==> config.mk <==
export PLATFORM = sky130hd
export DESIGN_NAME = adcq_top
export DESIGN_NICKNAME = d
export VERILOG_FILES = /design/src/rtl/adcq_pkg.sv /design/src/rtl/adcq_rst_sync.sv /design/src/rtl/adcq_regfile.sv /design/src/rtl/adcq_flags.sv /design/src/rtl/adcq_sequencer.sv /design/src/rtl/adcq_top.sv
export SDC_FILE = /design/constraint.sdc
export NUM_CORES = 1
export LEC_CHECK = 0
export BUFFER_PORTS_ARGS = -buffer_cell sky130_fd_sc_hd__buf_2
export CAP_MARGIN = 25
export CELL_PAD_IN_SITES_DETAIL_PLACEMENT = 0
export CELL_PAD_IN_SITES_GLOBAL_PLACEMENT = 2
export CORE_MARGIN = 2
export CORE_UTILIZATION = 52
export CTS_BUF_LIST = sky130_fd_sc_hd__clkbuf_2
export CTS_CLUSTER_DIAMETER = 120
export DETAILED_ROUTE_END_ITERATION = 8
export GPL_ROUTABILITY_DRIVEN = 1
export PLACE_DENSITY_LB_ADDON = 0.1
export SYNTH_ARGS = -nofsm -noshare
export SYNTH_HDL_FRONTEND = slang
export SYNTH_SLANG_ARGS = --single-unit
==> constraint.sdc <==
create_clock -name clk -period 4.6 [get_ports clk]
set_clock_uncertainty 0.1 [all_clocks]
set_input_delay 0.69 -clock clk [delete_from_list [all_inputs] [get_ports clk]]
set_output_delay 0.69 -clock clk [all_outputs]
set_load 0.1 [all_outputs]
==> src/rtl/adcq_pkg.sv <==
package adcq_pkg;
  parameter int unsigned ENTRIES = 64;
  parameter int unsigned CHAN_W  = 6;
  parameter int unsigned RES_W   = 10;
  parameter int unsigned NUM_Q   = 2;
  localparam int unsigned IDX_W  = $clog2(ENTRIES);
  localparam int unsigned PTR_W  = IDX_W + 1;
  localparam logic [CHAN_W-1:0] EOQ_CODE = {CHAN_W{1'b1}};

  typedef enum logic [1:0] {
    QS_IDLE   = 2'd0,
    QS_ACTIVE = 2'd1,
    QS_PAUSED = 2'd2
  } qstat_e;

  typedef enum logic [1:0] {
    SQ_IDLE,
    SQ_FETCH,
    SQ_WAIT,
    SQ_PCHK
  } seq_e;
endpackage

==> src/rtl/adcq_rst_sync.sv <==
module adcq_rst_sync #(
  parameter int unsigned STAGES = 2
) (
  input  logic clk,
  input  logic rst_n,
  output logic rst_sync_n
);
  logic [STAGES-1:0] sync_q;

  always_ff @(posedge clk or negedge rst_n) begin
    if (!rst_n) sync_q <= '0;
    else        sync_q <= {sync_q[STAGES-2:0], 1'b1};
  end

  assign rst_sync_n = sync_q[STAGES-1];
endmodule

==> src/rtl/adcq_regfile.sv <==
module adcq_regfile #(
  parameter int unsigned DEPTH = 64,
  parameter int unsigned WIDTH = 8,
  localparam int unsigned AW = $clog2(DEPTH)
) (
  input  logic             clk,
  input  logic             wr_en,
  input  logic [AW-1:0]    wr_idx,
  input  logic [WIDTH-1:0] wr_data,
  input  logic [AW-1:0]    rd_idx,
  output logic [WIDTH-1:0] rd_data
);
  logic [WIDTH-1:0] mem [DEPTH];

  always_ff @(posedge clk) begin
    if (wr_en) mem[wr_idx] <= wr_data;
  end

  assign rd_data = mem[rd_idx];
endmodule

==> src/rtl/adcq_flags.sv <==
module adcq_flags #(
  parameter int unsigned NQ = 2
) (
  input  logic          clk,
  input  logic          rst_n,
  input  logic [NQ-1:0] set_pause,
  input  logic [NQ-1:0] set_done,
  input  logic [NQ-1:0] clr_pause,
  input  logic [NQ-1:0] clr_done,
  input  logic [NQ-1:0] en_pause,
  input  logic [NQ-1:0] en_done,
  output logic [NQ-1:0] pause_flag,
  output logic [NQ-1:0] done_flag,
  output logic [NQ-1:0] irq_pause,
  output logic [NQ-1:0] irq_done
);
  for (genvar q = 0; q < NQ; q++) begin : g_q
    logic pf_q, pf_d, df_q, df_d;

    always_comb begin
      pf_d = (pf_q & ~clr_pause[q]) | set_pause[q];
      df_d = (df_q & ~clr_done[q])  | set_done[q];
    end

    always_ff @(posedge clk or negedge rst_n) begin
      if (!rst_n) begin
        pf_q <= 1'b0;
        df_q <= 1'b0;
      end else begin
        pf_q <= pf_d;
        df_q <= df_d;
      end
    end

    assign pause_flag[q] = pf_q;
    assign done_flag[q]  = df_q;
    assign irq_pause[q]  = pf_q & en_pause[q];
    assign irq_done[q]   = df_q & en_done[q];

    AST_PAUSE_STICKY: assert property (@(posedge clk) disable iff (!rst_n)
      (pf_q && !clr_pause[q]) |=> pf_q);
    AST_DONE_STICKY: assert property (@(posedge clk) disable iff (!rst_n)
      (df_q && !clr_done[q]) |=> df_q);
  end
endmodule

==> src/rtl/adcq_sequencer.sv <==
module adcq_sequencer
  import adcq_pkg::*;
(
  input  logic                       clk,
  input  logic                       rst_n,
  input  logic [NUM_Q-1:0]           trig,
  input  logic [PTR_W-1:0]           q2_begin,
  input  logic [CHAN_W-1:0]          ccw_chan,
  input  logic                       ccw_pause,
  output logic [IDX_W-1:0]           rd_idx,
  output logic                       conv_start,
  output logic [CHAN_W-1:0]          conv_chan,
  input  logic                       conv_done,
  input  logic [RES_W-1:0]           conv_result,
  output logic                       res_we,
  output logic [IDX_W-1:0]           res_idx,
  output logic [RES_W-1:0]           res_data,
  output logic [NUM_Q-1:0]           set_pause,
  output logic [NUM_Q-1:0]           set_done,
  output logic [NUM_Q-1:0][1:0]      status
);
  seq_e               state_q, state_d;
  logic               cur_q, cur_d;
  logic [PTR_W-1:0]   ptr_q, ptr_d;
  logic               pz_q, pz_d;
  logic [NUM_Q-1:0]   pend_q, pend_d;
  qstat_e             stat_q [NUM_Q];
  qstat_e             stat_d [NUM_Q];
  logic [PTR_W-1:0]   nxt_q  [NUM_Q];
  logic               nxt_en;
  logic               eoq;

  // Any end-of-queue condition for the entry under the pointer
  always_comb begin
    eoq = (ptr_q >= PTR_W'(ENTRIES))
        || (!cur_q && (ptr_q == q2_begin))
        || (ccw_chan == EOQ_CODE);
  end

  always_comb begin
    state_d    = state_q;
    cur_d      = cur_q;
    ptr_d      = ptr_q;
    pz_d       = pz_q;
    nxt_en     = 1'b0;
    set_pause  = '0;
    set_done   = '0;
    conv_start = 1'b0;
    res_we     = 1'b0;
    for (int q = 0; q < NUM_Q; q++) begin
      stat_d[q] = stat_q[q];
      pend_d[q] = pend_q[q] | (trig[q] && (stat_q[q] != QS_ACTIVE));
    end

    unique case (state_q)
      SQ_IDLE: begin
        if (pend_q[0]) begin
          cur_d     = 1'b0;
          ptr_d     = (stat_q[0] == QS_PAUSED) ? nxt_q[0] : '0;
          stat_d[0] = QS_ACTIVE;
          pend_d[0] = 1'b0;
          state_d   = SQ_FETCH;
        end else if (pend_q[1]) begin
          cur_d     = 1'b1;
          ptr_d     = (stat_q[1] == QS_PAUSED) ? nxt_q[1] : q2_begin;
          stat_d[1] = QS_ACTIVE;
          pend_d[1] = 1'b0;
          state_d   = SQ_FETCH;
        end
      end
      SQ_FETCH: begin
        if (eoq) begin
          set_done[cur_q] = 1'b1;
          stat_d[cur_q]   = QS_IDLE;
          state_d         = SQ_IDLE;
        end else begin
          conv_start = 1'b1;
          pz_d       = ccw_pause;
          state_d    = SQ_WAIT;
        end
      end
      SQ_WAIT: begin
        if (conv_done) begin
          res_we = 1'b1;
          ptr_d  = ptr_q + 1'b1;
          if (pz_q) begin
            set_pause[cur_q] = 1'b1;
            state_d          = SQ_PCHK;
          end else begin
            state_d = SQ_FETCH;
          end
        end
      end
      SQ_PCHK: begin
        if (eoq) begin
          set_done[cur_q] = 1'b1;
          stat_d[cur_q]   = QS_IDLE;
        end else begin
          stat_d[cur_q] = QS_PAUSED;
          nxt_en        = 1'b1;
        end
        state_d = SQ_IDLE;
      end
      default: state_d = SQ_IDLE;
    endcase
  end

  always_ff @(posedge clk or negedge rst_n) begin
    if (!rst_n) begin
      state_q <= SQ_IDLE;
      cur_q   <= 1'b0;
      ptr_q   <= '0;
      pz_q    <= 1'b0;
      pend_q  <= '0;
      for (int q = 0; q < NUM_Q; q++) stat_q[q] <= QS_IDLE;
    end else begin
      state_q <= state_d;
      cur_q   <= cur_d;
      ptr_q   <= ptr_d;
      pz_q    <= pz_d;
      pend_q  <= pend_d;
      for (int q = 0; q < NUM_Q; q++) stat_q[q] <= stat_d[q];
    end
  end

  always_ff @(posedge clk or negedge rst_n) begin
    if (!rst_n) begin
      for (int q = 0; q < NUM_Q; q++) nxt_q[q] <= '0;
    end else if (nxt_en) begin
      nxt_q[cur_q] <= ptr_q;
    end
  end

  assign rd_idx    = ptr_q[IDX_W-1:0];
  assign conv_chan = ccw_chan;
  assign res_idx   = ptr_q[IDX_W-1:0];
  assign res_data  = conv_result;
  for (genvar q = 0; q < NUM_Q; q++) begin : g_st
    assign status[q] = stat_q[q];
  end

  AST_START_ONE_CYCLE: assert property (@(posedge clk) disable iff (!rst_n)
    conv_start |=> !conv_start);
  AST_START_NEVER_EOQ: assert property (@(posedge clk) disable iff (!rst_n)
    conv_start |-> (conv_chan != EOQ_CODE));
endmodule

==> src/rtl/adcq_top.sv <==
module adcq_top
  import adcq_pkg::*;
(
  input  logic               clk,
  input  logic               rst_n,
  input  logic               ccw_wr_en,
  input  logic [IDX_W-1:0]   ccw_wr_idx,
  input  logic [CHAN_W-1:0]  ccw_wr_chan,
  input  logic               ccw_wr_pause,
  input  logic [PTR_W-1:0]   q2_begin,
  input  logic               trig_q1,
  input  logic               trig_q2,
  output logic               conv_start,
  output logic [CHAN_W-1:0]  conv_chan,
  input  logic               conv_done,
  input  logic [RES_W-1:0]   conv_result,
  input  logic [IDX_W-1:0]   res_rd_idx,
  output logic [RES_W-1:0]   res_rd_data,
  output logic [1:0]         q1_status,
  output logic [1:0]         q2_status,
  output logic [NUM_Q-1:0]   pause_flag,
  output logic [NUM_Q-1:0]   done_flag,
  input  logic [NUM_Q-1:0]   flag_clr_pause,
  input  logic [NUM_Q-1:0]   flag_clr_done,
  input  logic [NUM_Q-1:0]   irq_en_pause,
  input  logic [NUM_Q-1:0]   irq_en_done,
  output logic [NUM_Q-1:0]   irq_pause,
  output logic [NUM_Q-1:0]   irq_done
);
  localparam int unsigned CCW_W = CHAN_W + 1;

  logic                  rst_i_n;
  logic [IDX_W-1:0]      ccw_rd_idx;
  logic [CCW_W-1:0]      ccw_rd;
  logic                  res_we;
  logic [IDX_W-1:0]      res_idx;
  logic [RES_W-1:0]      res_data;
  logic [NUM_Q-1:0]      set_pause, set_done;
  logic [NUM_Q-1:0][1:0] status;

  adcq_rst_sync #(.STAGES(2)) u_rst (
    .clk(clk), .rst_n(rst_n), .rst_sync_n(rst_i_n)
  );

  adcq_regfile #(.DEPTH(ENTRIES), .WIDTH(CCW_W)) u_ccw (
    .clk(clk), .wr_en(ccw_wr_en), .wr_idx(ccw_wr_idx),
    .wr_data({ccw_wr_pause, ccw_wr_chan}),
    .rd_idx(ccw_rd_idx), .rd_data(ccw_rd)
  );

  adcq_regfile #(.DEPTH(ENTRIES), .WIDTH(RES_W)) u_res (
    .clk(clk), .wr_en(res_we), .wr_idx(res_idx), .wr_data(res_data),
    .rd_idx(res_rd_idx), .rd_data(res_rd_data)
  );

  adcq_sequencer u_seq (
    .clk(clk), .rst_n(rst_i_n), .trig({trig_q2, trig_q1}),
    .q2_begin(q2_begin), .ccw_chan(ccw_rd[CHAN_W-1:0]),
    .ccw_pause(ccw_rd[CHAN_W]), .rd_idx(ccw_rd_idx),
    .conv_start(conv_start), .conv_chan(conv_chan),
    .conv_done(conv_done), .conv_result(conv_result),
    .res_we(res_we), .res_idx(res_idx), .res_data(res_data),
    .set_pause(set_pause), .set_done(set_done), .status(status)
  );

  adcq_flags #(.NQ(NUM_Q)) u_flags (
    .clk(clk), .rst_n(rst_i_n), .set_pause(set_pause), .set_done(set_done),
    .clr_pause(flag_clr_pause), .clr_done(flag_clr_done),
    .en_pause(irq_en_pause), .en_done(irq_en_done),
    .pause_flag(pause_flag), .done_flag(done_flag),
    .irq_pause(irq_pause), .irq_done(irq_done)
  );

  assign q1_status = status[0];
  assign q2_status = status[1];

  AST_SINGLE_ACTIVE: assert property (@(posedge clk) disable iff (!rst_i_n)
    !((q1_status == 2'd1) && (q2_status == 2'd1)));
  AST_Q1_PAUSE_FROM_ACTIVE: assert property (@(posedge clk) disable iff (!rst_i_n)
    $rose(pause_flag[0]) |-> ($past(q1_status) == 2'd1));
  AST_Q2_PAUSE_FROM_ACTIVE: assert property (@(posedge clk) disable iff (!rst_i_n)
    $rose(pause_flag[1]) |-> ($past(q2_status) == 2'd1));
  AST_Q1_DONE_IDLE: assert property (@(posedge clk) disable iff (!rst_i_n)
    $rose(done_flag[0]) |-> (q1_status == 2'd0));
  AST_Q2_DONE_IDLE: assert property (@(posedge clk) disable iff (!rst_i_n)
    $rose(done_flag[1]) |-> (q2_status == 2'd0));
endmodule

==> results.py, run 1 <==
metrics = {
    "sta": {
        "maxSlewHeadroom_pct": 25.9,
        "fmax_mhz": 184,
        "hold_ws_ns": 0.182,
        "hold_viol_final": 0,
        "final.setup.worst_slack_ns": -0.841,
        "rsz0062_at_grt": "true",
        "tightestPinTransition_ns": 1.11,
        "setup_viol": 7,
        "slew_violations": 0,
        "min_period_over_period_pct": 118,
        "fin_crit_ns": 5.44,
    },
    "setup_path": {
        "reg2regPathDepth": 13,
        "r2r-start": "u_seq.ptr_q[2]",
        "startpoint_type": "register",
        "worst-endpoint-arrival_ns": 4.65,
        "crit_type": "reg -> out",
        "r2r_slack_ns": 0.76,
        "end_kind": "output port",
        "worstPathMaxFanout": 36,
        "rr_endpoint": "u_seq.nxt_q[0]",
        "worstPathRequired_ns": 3.81,
    },
    "floorplan": {
        "coreArea_mm2": 0.0840,
        "dieArea_mm2": 0.0874,
        "ios": 79,
        "die_w_um": 296,
        "initial_utilization_pct": 52.7,
        "die_y_um": 296,
        "rows": 106,
    },
    "logic_synthesis": {
        "syn_avg_cell_area_um2": 20.1,
        "ys_seq_elements": 1125,
        "ys.flop_type": "edfxtp_1",
        "synth_largest_area_cell": "edfxtp_1",
        "syn_nets": 2251,
        "synth_edf_count": 1088,
        "synth_top_area_share_pct": 73.9,
        "syn_inst": 2199,
        "ys_seq_area_share_pct": 76.0,
        "yosys_warnings": 0,
        "synth_area_mm2": 0.0442,
        "synth_cell_types": 62,
        "synthArstFlopShare_pct": 3.29,
        "synth_area_leaders": "edfxtp_1, mux4_2, dfrtp_1",
    },
    "power_and_ir_drop": {
        "internal-power_mw": 16.7,
        "leakage_nw": 17.1,
        "vdd_drop_max_uv": 789,
        "seqPwrFrac_pct": 46.0,
        "combPwrFrac_pct": 28.4,
        "clkPwrFrac_pct": 25.6,
        "p_switching_mw": 8.49,
        "p_per_area_mw_per_mm2": 497,
        "switching_share_pct": 33.7,
        "power.total_mw": 25.2,
    },
    "placed_design": {
        "gp_congestion": 0.909,
        "dpl_cell_area_mm2": 0.0471,
        "dp_hpwl_um": 72300,
        "portBuffers": 78,
        "place_inst": 3466,
    },
    "clock_tree": {
        "clkLatencyLatePin_ns": 1.54,
        "clockBufferDepth": 4,
        "cts_tree": "done",
        "cts_sinks": 1125,
        "cts-root-buf": "clkbuf_2",
        "numCtsBuffers": 298,
        "h-tree-depth": 5,
        "clkTransAtPathRegs_ns": 0.12,
    },
    "route": {
        "first_iter_violations": 2328,
        "wl_met2_um": 57000,
        "viasPerCell": 5.96,
        "wl_met1_um": 47300,
        "routed_wirelength_um": 117000,
        "post-route-drc-count": 0,
        "met3_length_um": 8080,
        "wl_per_cell_um": 28.8,
        "top_layer_used": "met5",
        "postRouteAntennaNets": 0,
        "dr_total_vias": 24099,
        "dr.pass1.iters": 7,
    },
    "global_route": {
        "grtUsageTotal_pct": 27.3,
        "grt_pass1_wl_um": 168000,
        "grt_max_degree": 65,
        "antenna_found_initial": 3,
        "grt_overflow": 0,
        "grt_pass1_vias": 24887,
    },
    "min_path": {
        "min_to": "u_ccw.mem[4][0]",
        "whs_path_depth": 2,
        "hp-class": "in -> reg",
        "hold_path.startpoint": "ccw_wr_chan[0]",
    },
    "layout": {
        "post-route-util_pct": 60.3,
        "fillers": 6282,
        "fin_area_mm2": 0.0507,
        "layout_commonest_cell": "edfxtp_1",
        "drive_above_1_share_pct": 35.7,
        "final_cell_mix": "edfxtp_1, clkbuf_2, mux4_2, buf_4, nor2_1",
        "fin_nets": 2767,
        "area_delta_synth_final_pct": 14.6,
        "final_cells": 4041,
    },
    "run": {
        "drv_cap": 0,
    },
    "outcome": {
        "violations": "setup timing",
        "outcome": "finished with violations",
    },
}
cells by family after synthesis:
group	count (synthesis)	synth area share (%)
XOR/XNOR	6	0.119
flip-flops	1125	76.0
AO/OA/AOI/OAI	239	3.84
other	1	0.00848
multiplexers	373	15.2
buffers and inverters	144	1.63
adder cells (fa/ha/maj)	2	0.0566
AND/OR/NAND/NOR	309	3.16
per-layer routing:
metal,GRT usage [%],vias up
met5,0,-
met4,11.5,2
met1,36.4,12528
met2,44.2,1071
met3,5.62,221
li1,-,10277
cell usage after synthesis, types with 10 or more instances:
cell	number
buf_4	17
nor2_1	152
inv_1	10
mux2i_1	86
nand2b_1	11
o21ai_0	44
a22oi_1	31
buf_1	19
a221oi_1	36
buf_2	21
and2_1	10
dfrtp_1	37
o22ai_1	36
a22o_1	10
mux4_2	231
a21oi_1	29
clkbuf_1	63
nor2b_1	18
nand3_1	24
mux2_2	48
nor3_1	14
buf_6	12
nand2_1	52
edfxtp_1	1088
worst max-delay path by stage:
stage                   start    endpoint  slack, ns  cells after the start
6_report       u_seq.ptr_q[2]  conv_start      -0.84                     13
5_1_grt        u_seq.ptr_q[2]  conv_start      -1.05                     12
4_1_cts        u_seq.ptr_q[2]  conv_start      -1.09                     12
3_5_place_dp   u_seq.ptr_q[1]  conv_start       0.06                     10
3_3_place_gp   u_seq.ptr_q[1]  conv_start       0.07                     10
2_1_floorplan  u_seq.ptr_q[2]  conv_start      -0.14                     11
registers in the layout, indices dropped and copies added, names as in the netlist, 2 cells and up:
signal	flops
u_flags.g_q.df_q	2
u_res.mem	640
u_seq.ptr_q	7
u_flags.g_q.pf_q	2
u_seq.nxt_q	14
u_seq.state_q	2
u_seq.status	4
u_rst.sync_q	2
u_ccw.mem	448
u_seq.pend_q	2
worst max-delay path, cell delays in order, from the launching register on:
cell        delay [ns]
dfrtp_4           0.46
buf_12            0.16
buf_12            0.27
nor2_2            0.12
buf_4             0.20
a22o_1            0.23
o21ai_0           0.15
a31oi_1           0.14
nor4_2            0.38
a21bo_2           0.23
o31ai_4           0.13
or3b_4            0.45
clkinvlp_4        0.10
buf_12            0.17
metrics by stage:
stage	setup WS [ns]	TNS, ns
floorplan	-0.137	-0.137
global placement	0.0658	0
detailed placement	0.0643	0
CTS	-1.09	-3.88
global route	-1.05	-3.76
finish	-0.841	-1.75
power by group through the flow:
stage | logic (mW) | registers [mW] | clock network (mW)
final | 7.15 | 11.6 | 6.45
after global routing | 7.43 | 11.6 | 7.17
after CTS | 7.04 | 11.6 | 6.63
after detailed placement | 6.33 | 11.9 | 0
after global placement | 6.29 | 11.9 | 0
after floorplan | 3.96 | 11.8 | 0
final cells by class:
class	instances	area, µm²	share of cell area (%)
Clock buffer	406	2030	4.01
Multi-Input combinational cell	930	10000	19.8
Inverter	12	48.8	0.0963
Clock inverter	85	410	0.810
Timing Repair Buffer	348	3120	6.16
Sequential cell	1125	33600	66.3
Tap cell	1134	1420	2.80
Antenna cell	1	2.50	0.00494
timing repair:
action	CTS	global route
endpoints found under the setup margin	17	15
resized for setup	79	11
hold buffers	60	0
buffers inserted	18	5
hold endpoints to repair	1502	0
pin swaps	8	7
Note: power is estimated with default switching activity, not from simulation.
==> run 2: changes to the inputs <==
Settings changed: PLACE_DENSITY from default to 0.82, PLACE_DENSITY_LB_ADDON 0.1 to default, SETUP_SLACK_MARGIN from default to 0.4.
==> results.py, run 2 (synthesis results as in run 1) <==
metrics = {
    "outcome": {
        "outcome": "finished with violations",
        "violations": "setup timing",
    },
    "setup_path": {
        "critPathTopFamily": "compound AO/OA/AOI/OAI gates",
        "worstPathRequired_ns": 3.81,
        "path_buf_inv": 5,
        "worstPathMaxFanout": 17,
        "startpoint_type": "register",
        "slowest_delay_ns": 0.57,
        "worst_path_most_repeated_cell": "buf_12",
        "end_kind": "output port",
        "crit_chain": "buf_4 > bufbuf_16 > mux2i_1 > a22oi_1 > nand3_1 > and4_1 > a21bo_2 > o31ai_4 > buf_12 > or3b_4 > clkinvlp_4 > buf_12",
        "crit_type": "reg -> out",
        "cp_slowest_cell": "dfrtp_4",
        "worst-endpoint-arrival_ns": 4.66,
    },
    "global_route": {
        "grt_overflow": 0,
        "grt_pass1_wl_um": 166000,
        "grt_max_degree": 65,
        "grtUsageTotal_pct": 26.8,
        "grt_pass1_vias": 24788,
        "antenna_found_initial": 4,
    },
    "power_and_ir_drop": {
        "vdd_drop_max_uv": 900,
        "p_per_area_mw_per_mm2": 503,
        "power.total_mw": 25.5,
        "leakage_nw": 17.2,
    },
    "placed_design": {
        "dpl_cell_area_mm2": 0.0470,
        "gp_congestion": 0.900,
        "pre_cts_ws_ns": 0.186,
        "place_inst": 3448,
        "portBuffers": 78,
        "dp_hpwl_um": 70600,
    },
    "clock_tree": {
        "h-tree-depth": 5,
        "cts_sinks": 1125,
        "clockBufferDepth": 4,
        "clkTransAtPathRegs_ns": 0.10,
        "cts_tree": "done",
        "numCtsBuffers": 293,
        "cts-root-buf": "clkbuf_2",
        "clkLatencyLatePin_ns": 1.45,
    },
    "floorplan": {
        "initial_utilization_pct": 52.7,
        "coreArea_mm2": 0.0840,
        "die_y_um": 296,
        "ios": 79,
        "dieArea_mm2": 0.0874,
        "die_w_um": 296,
        "rows": 106,
    },
    "layout": {
        "fin_nets": 2758,
        "ff_latch_area_mm2": 0.0336,
        "final_cells": 4019,
        "drive_above_1_share_pct": 36.8,
        "layout_commonest_cell": "edfxtp_1",
        "final_cell_mix": "edfxtp_1, clkbuf_2, mux4_2, buf_4, nor2_1",
        "largest_register_ffs": 640,
        "area_delta_synth_final_pct": 14.9,
        "fin_area_mm2": 0.0508,
        "fillers": 6172,
        "post-route-util_pct": 60.5,
        "multiInputGateArea_mm2": 0.0101,
        "top_register": "u_res.mem",
        "largestRegisters": "u_res.mem: 640 flops, u_ccw.mem: 448 flops, u_seq.nxt_q: 14 flops",
    },
    "sta": {
        "rsz0062_at_grt": "true",
        "tightestPinTransition_ns": 1.06,
        "hold_ws_ns": 0.212,
        "setup_viol": 7,
        "min_period_over_period_pct": 119,
        "fmax_mhz": 183,
        "maxSlewHeadroom_pct": 29.4,
        "hold_viol_final": 0,
        "slew_violations": 0,
        "final.setup.worst_slack_ns": -0.852,
        "finalSetupTns_ns": -1.54,
        "fin_crit_ns": 5.45,
    },
    "route": {
        "dr.pass1.iters": 5,
        "post-route-drc-count": 0,
        "wl_per_cell_um": 28.4,
        "viasPerCell": 6.06,
        "routed_wirelength_um": 114000,
        "dr_total_vias": 24343,
        "first_iter_violations": 3049,
        "postRouteAntennaNets": 0,
    },
    "run": {
        "drv_cap": 0,
    },
    "min_path": {
        "hp-class": "reg -> reg",
    },
}
==> run 2: cell types whose count changed in the layout (fill, tap and decap cells not counted), sizes merged <==
cell / change
clkinv: -18
dlygate4sd3: -4
bufinv: +1
clkbuf: -1
diode: +1
buf: -1
inv: -1
bufbuf: +1
==> run 2: what timing repair did <==
item	4_1_cts	5_1_grt
hold buffers	56	0
hold endpoints to repair	1492	0
gates resized for setup	87	36
gates cloned	1	0
pin swaps	11	13
buffers inserted	32	4
setup endpoints to repair	17	17
==> run 2: layer usage <==
layer,part of all wire [%],vias to the layer above,GRT usage [%]
met3,9.2,174,6.55
li1,-,10242,-
met4,2.8,0,10.2
met1,39,12529,36.4
met5,0,-,0
met2,49,1398,42.2
==> run 2: final timing paths <==
path                                 start         endpoint  slack [ns]  cells past startpoint
setup / recovery            u_seq.ptr_q[2]       conv_start       -0.85                     12
hold / removal             u_rst.sync_q[0]  u_rst.sync_q[1]        0.21                      0
setup reg to reg            u_seq.ptr_q[1]   u_seq.nxt_q[5]        0.82                     13
hold reg to reg            u_rst.sync_q[0]  u_rst.sync_q[1]        0.21                      0
max in group asynchronous  u_rst.sync_q[1]   u_seq.ptr_q[2]        3.48                      0
min in group asynchronous  u_rst.sync_q[1]   u_seq.ptr_q[1]        0.25                      0
==> run 2: cell type report <==
| class | instances | share of cell area [%] |
|---|---|---|
| Tap cell | 1134 | 2.79 |
| Inverter | 12 | 0.0961 |
| Timing Repair Buffer | 344 | 6.19 |
| Clock buffer | 405 | 3.99 |
| Antenna cell | 2 | 0.00986 |
| Sequential cell | 1125 | 66.2 |
| Multi-Input combinational cell | 930 | 20.0 |
| Clock inverter | 67 | 0.749 |
==> run 2: power by group <==
group	switching [mW]	internal, mW	total, mW
sequential	0.224	11.4	11.6
combinational	4.46	2.97	7.44
clock	3.88	2.57	6.45
==> run 3: changes to the inputs <==
--- a/constraint.sdc
+++ b/constraint.sdc
@@ -4,2 +4,2 @@
 set_output_delay 0.69 -clock clk [all_outputs]
-set_load 0.1 [all_outputs]
+set_load 0.02 [all_outputs]
==> results.py, run 3 (synthesis results as in run 1) <==
metrics = {
    "route": {
        "post-route-drc-count": 0,
        "dr.pass1.iters": 8,
        "first_iter_violations": 2824,
        "wl_met2_um": 54400,
        "viasPerCell": 6.09,
        "met3_length_um": 10900,
        "wl_met1_um": 44400,
        "wl_per_cell_um": 28.6,
        "dr_total_vias": 24271,
        "top_layer_used": "met5",
        "routed_wirelength_um": 114000,
        "postRouteAntennaNets": 0,
    },
    "sta": {
        "hold_viol_final": 0,
        "setup_viol": 7,
        "final.setup.worst_slack_ns": -0.924,
        "fmax_mhz": 181,
        "maxSlewHeadroom_pct": 29.7,
        "slew_violations": 0,
        "rsz0062_at_grt": "true",
        "tightestPinTransition_ns": 1.05,
        "hold_ws_ns": 0.191,
        "min_period_over_period_pct": 120,
        "fin_crit_ns": 5.52,
    },
    "run": {
        "drv_cap": 0,
    },
    "floorplan": {
        "die_w_um": 296,
        "coreArea_mm2": 0.0840,
        "initial_utilization_pct": 52.7,
        "rows": 106,
        "dieArea_mm2": 0.0874,
        "ios": 79,
        "die_y_um": 296,
    },
    "layout": {
        "largestRegisters": "u_res.mem: 640 flops, u_ccw.mem: 448 flops, u_seq.nxt_q: 14 flops",
        "top_register": "u_res.mem",
        "final_cells": 3986,
        "layout_commonest_cell": "edfxtp_1",
        "largest_register_ffs": 640,
        "fillers": 6167,
        "area_delta_synth_final_pct": 13.9,
        "fin_nets": 2727,
        "drive_above_1_share_pct": 36.3,
        "final_cell_mix": "edfxtp_1, clkbuf_2, mux4_2, nor2_1, buf_4",
        "post-route-util_pct": 60.0,
    },
    "power_and_ir_drop": {
        "leakage_nw": 16.9,
        "p_switching_mw": 7.74,
        "seqPwrFrac_pct": 47.7,
        "p_per_area_mw_per_mm2": 482,
        "combPwrFrac_pct": 26.4,
        "internal-power_mw": 16.6,
        "vdd_drop_max_uv": 376,
        "clkPwrFrac_pct": 25.8,
        "switching_share_pct": 31.8,
    },
    "clock_tree": {
        "cts-root-buf": "clkbuf_2",
        "clockBufferDepth": 4,
        "cts_tree": "done",
        "h-tree-depth": 5,
        "numCtsBuffers": 295,
        "clkTransAtPathRegs_ns": 0.10,
        "cts_sinks": 1125,
        "clkLatencyLatePin_ns": 1.46,
    },
    "global_route": {
        "grtUsageTotal_pct": 26.5,
        "grt_max_degree": 65,
        "antenna_found_initial": 6,
        "grt_overflow": 0,
        "grt_pass1_vias": 24671,
        "grt_pass1_wl_um": 164000,
    },
    "setup_path": {
        "worst-endpoint-arrival_ns": 4.73,
        "rr_endpoint": "u_seq.nxt_q[4]",
        "crit_type": "reg -> out",
        "worstPathRequired_ns": 3.81,
        "end_kind": "output port",
        "r2r-start": "u_seq.ptr_q[2]",
        "startpoint_type": "register",
        "worstPathMaxFanout": 10,
        "r2r_slack_ns": 0.44,
        "reg2regPathDepth": 13,
    },
    "outcome": {
        "outcome": "finished with violations",
        "violations": "setup timing",
    },
    "placed_design": {
        "gp_congestion": 0.928,
        "pre_cts_ws_ns": 0.246,
        "dp_hpwl_um": 71100,
        "portBuffers": 78,
        "place_inst": 3422,
    },
    "min_path": {
        "hp-class": "in -> reg",
        "whs_path_depth": 6,
        "min_to": "u_seq.ptr_q[6]",
        "hold_path.startpoint": "q2_begin[6]",
    },
}
## run 3: cell types whose count changed in the layout (fill, tap and decap cells not counted), sizes merged
cell,change
clkinv,-23
bufinv,-3
buf,-30
clkbuf,+20
clkinvlp,-1
dlygate4sd3,-4
diode,+4
inv,+4
## run 3: critical path: stages (launching register included)
cell       delay (ns)
dfrtp_4          0.55
buf_12           0.18
nor2b_2          0.17
buf_4            0.17
a221o_1          0.38
o2bb2ai_2        0.14
a222oi_1         0.47
nand4b_1         0.30
nand2b_1         0.25
o31ai_4          0.11
or3b_4           0.44
inv_2            0.07
buf_6            0.11
## run 3: layout make-up
type | count | area, µm² | area share (%)
inverter | 12 | 46.3 | 0.0920
timing repair buffer | 311 | 2850 | 5.65
clock inverter | 44 | 199 | 0.395
tap | 1134 | 1420 | 2.82
clock buffer | 424 | 2120 | 4.21
antenna | 6 | 15.0 | 0.0298
multi-input combinational | 930 | 10100 | 20.0
sequential | 1125 | 33600 | 66.8
## run 3: worst max-delay path by stage
stage	endpoint	cells past startpoint	slack (ns)	from
final	conv_start	12	-0.92	u_seq.ptr_q[2]
after global placement	conv_start	12	0.21	u_seq.ptr_q[0]
after global routing	conv_start	12	-1.03	u_seq.ptr_q[2]
after CTS	conv_start	12	-0.95	u_seq.ptr_q[2]
after floorplan	res_rd_data[0]	6	0.56	res_rd_idx[0]
after detailed placement	conv_start	10	0.25	u_seq.ptr_q[2]
## run 3: per-layer routing
metal  GRT usage [%]  up-vias
met5               0        -
met1            36.1    12411
met3            6.82      250
met2            41.1     1432
met4            10.9        2
li1                -    10176
## run 3: power by group through the flow
| stage | clock network (mW) | logic [mW] | registers, mW |
|---|---|---|---|
| after detailed placement | 0 | 5.39 | 11.9 |
| after global routing | 6.96 | 6.63 | 11.6 |
| after floorplan | 0 | 3.26 | 11.7 |
| after global placement | 0 | 5.32 | 11.9 |
| after CTS | 6.43 | 6.13 | 11.6 |
| final | 6.27 | 6.42 | 11.6 |
## run 3: repair_timing
| action | in CTS | in global routing |
|---|---|---|
| endpoints found under the setup margin | 21 | 17 |
| pin swaps | 19 | 13 |
| gates cloned | 1 | 1 |
| setup buffers | 22 | 9 |
| resized for setup | 84 | 12 |
| hold buffers | 52 | 0 |
| endpoints found under the hold margin | 1457 | 0 |
## run 3: through the flow
stage | total power [mW] | setup TNS (ns) | instance area, µm²
2_1_floorplan | 15.0 | 0 | 44200
3_3_place_gp | 17.2 | 0 | 46600
3_5_place_dp | 17.3 | 0 | 46700
4_1_cts | 24.2 | -2.71 | 50100
5_1_grt | 25.2 | -3.59 | 50300
6_report | 24.3 | -2.46 | 50300
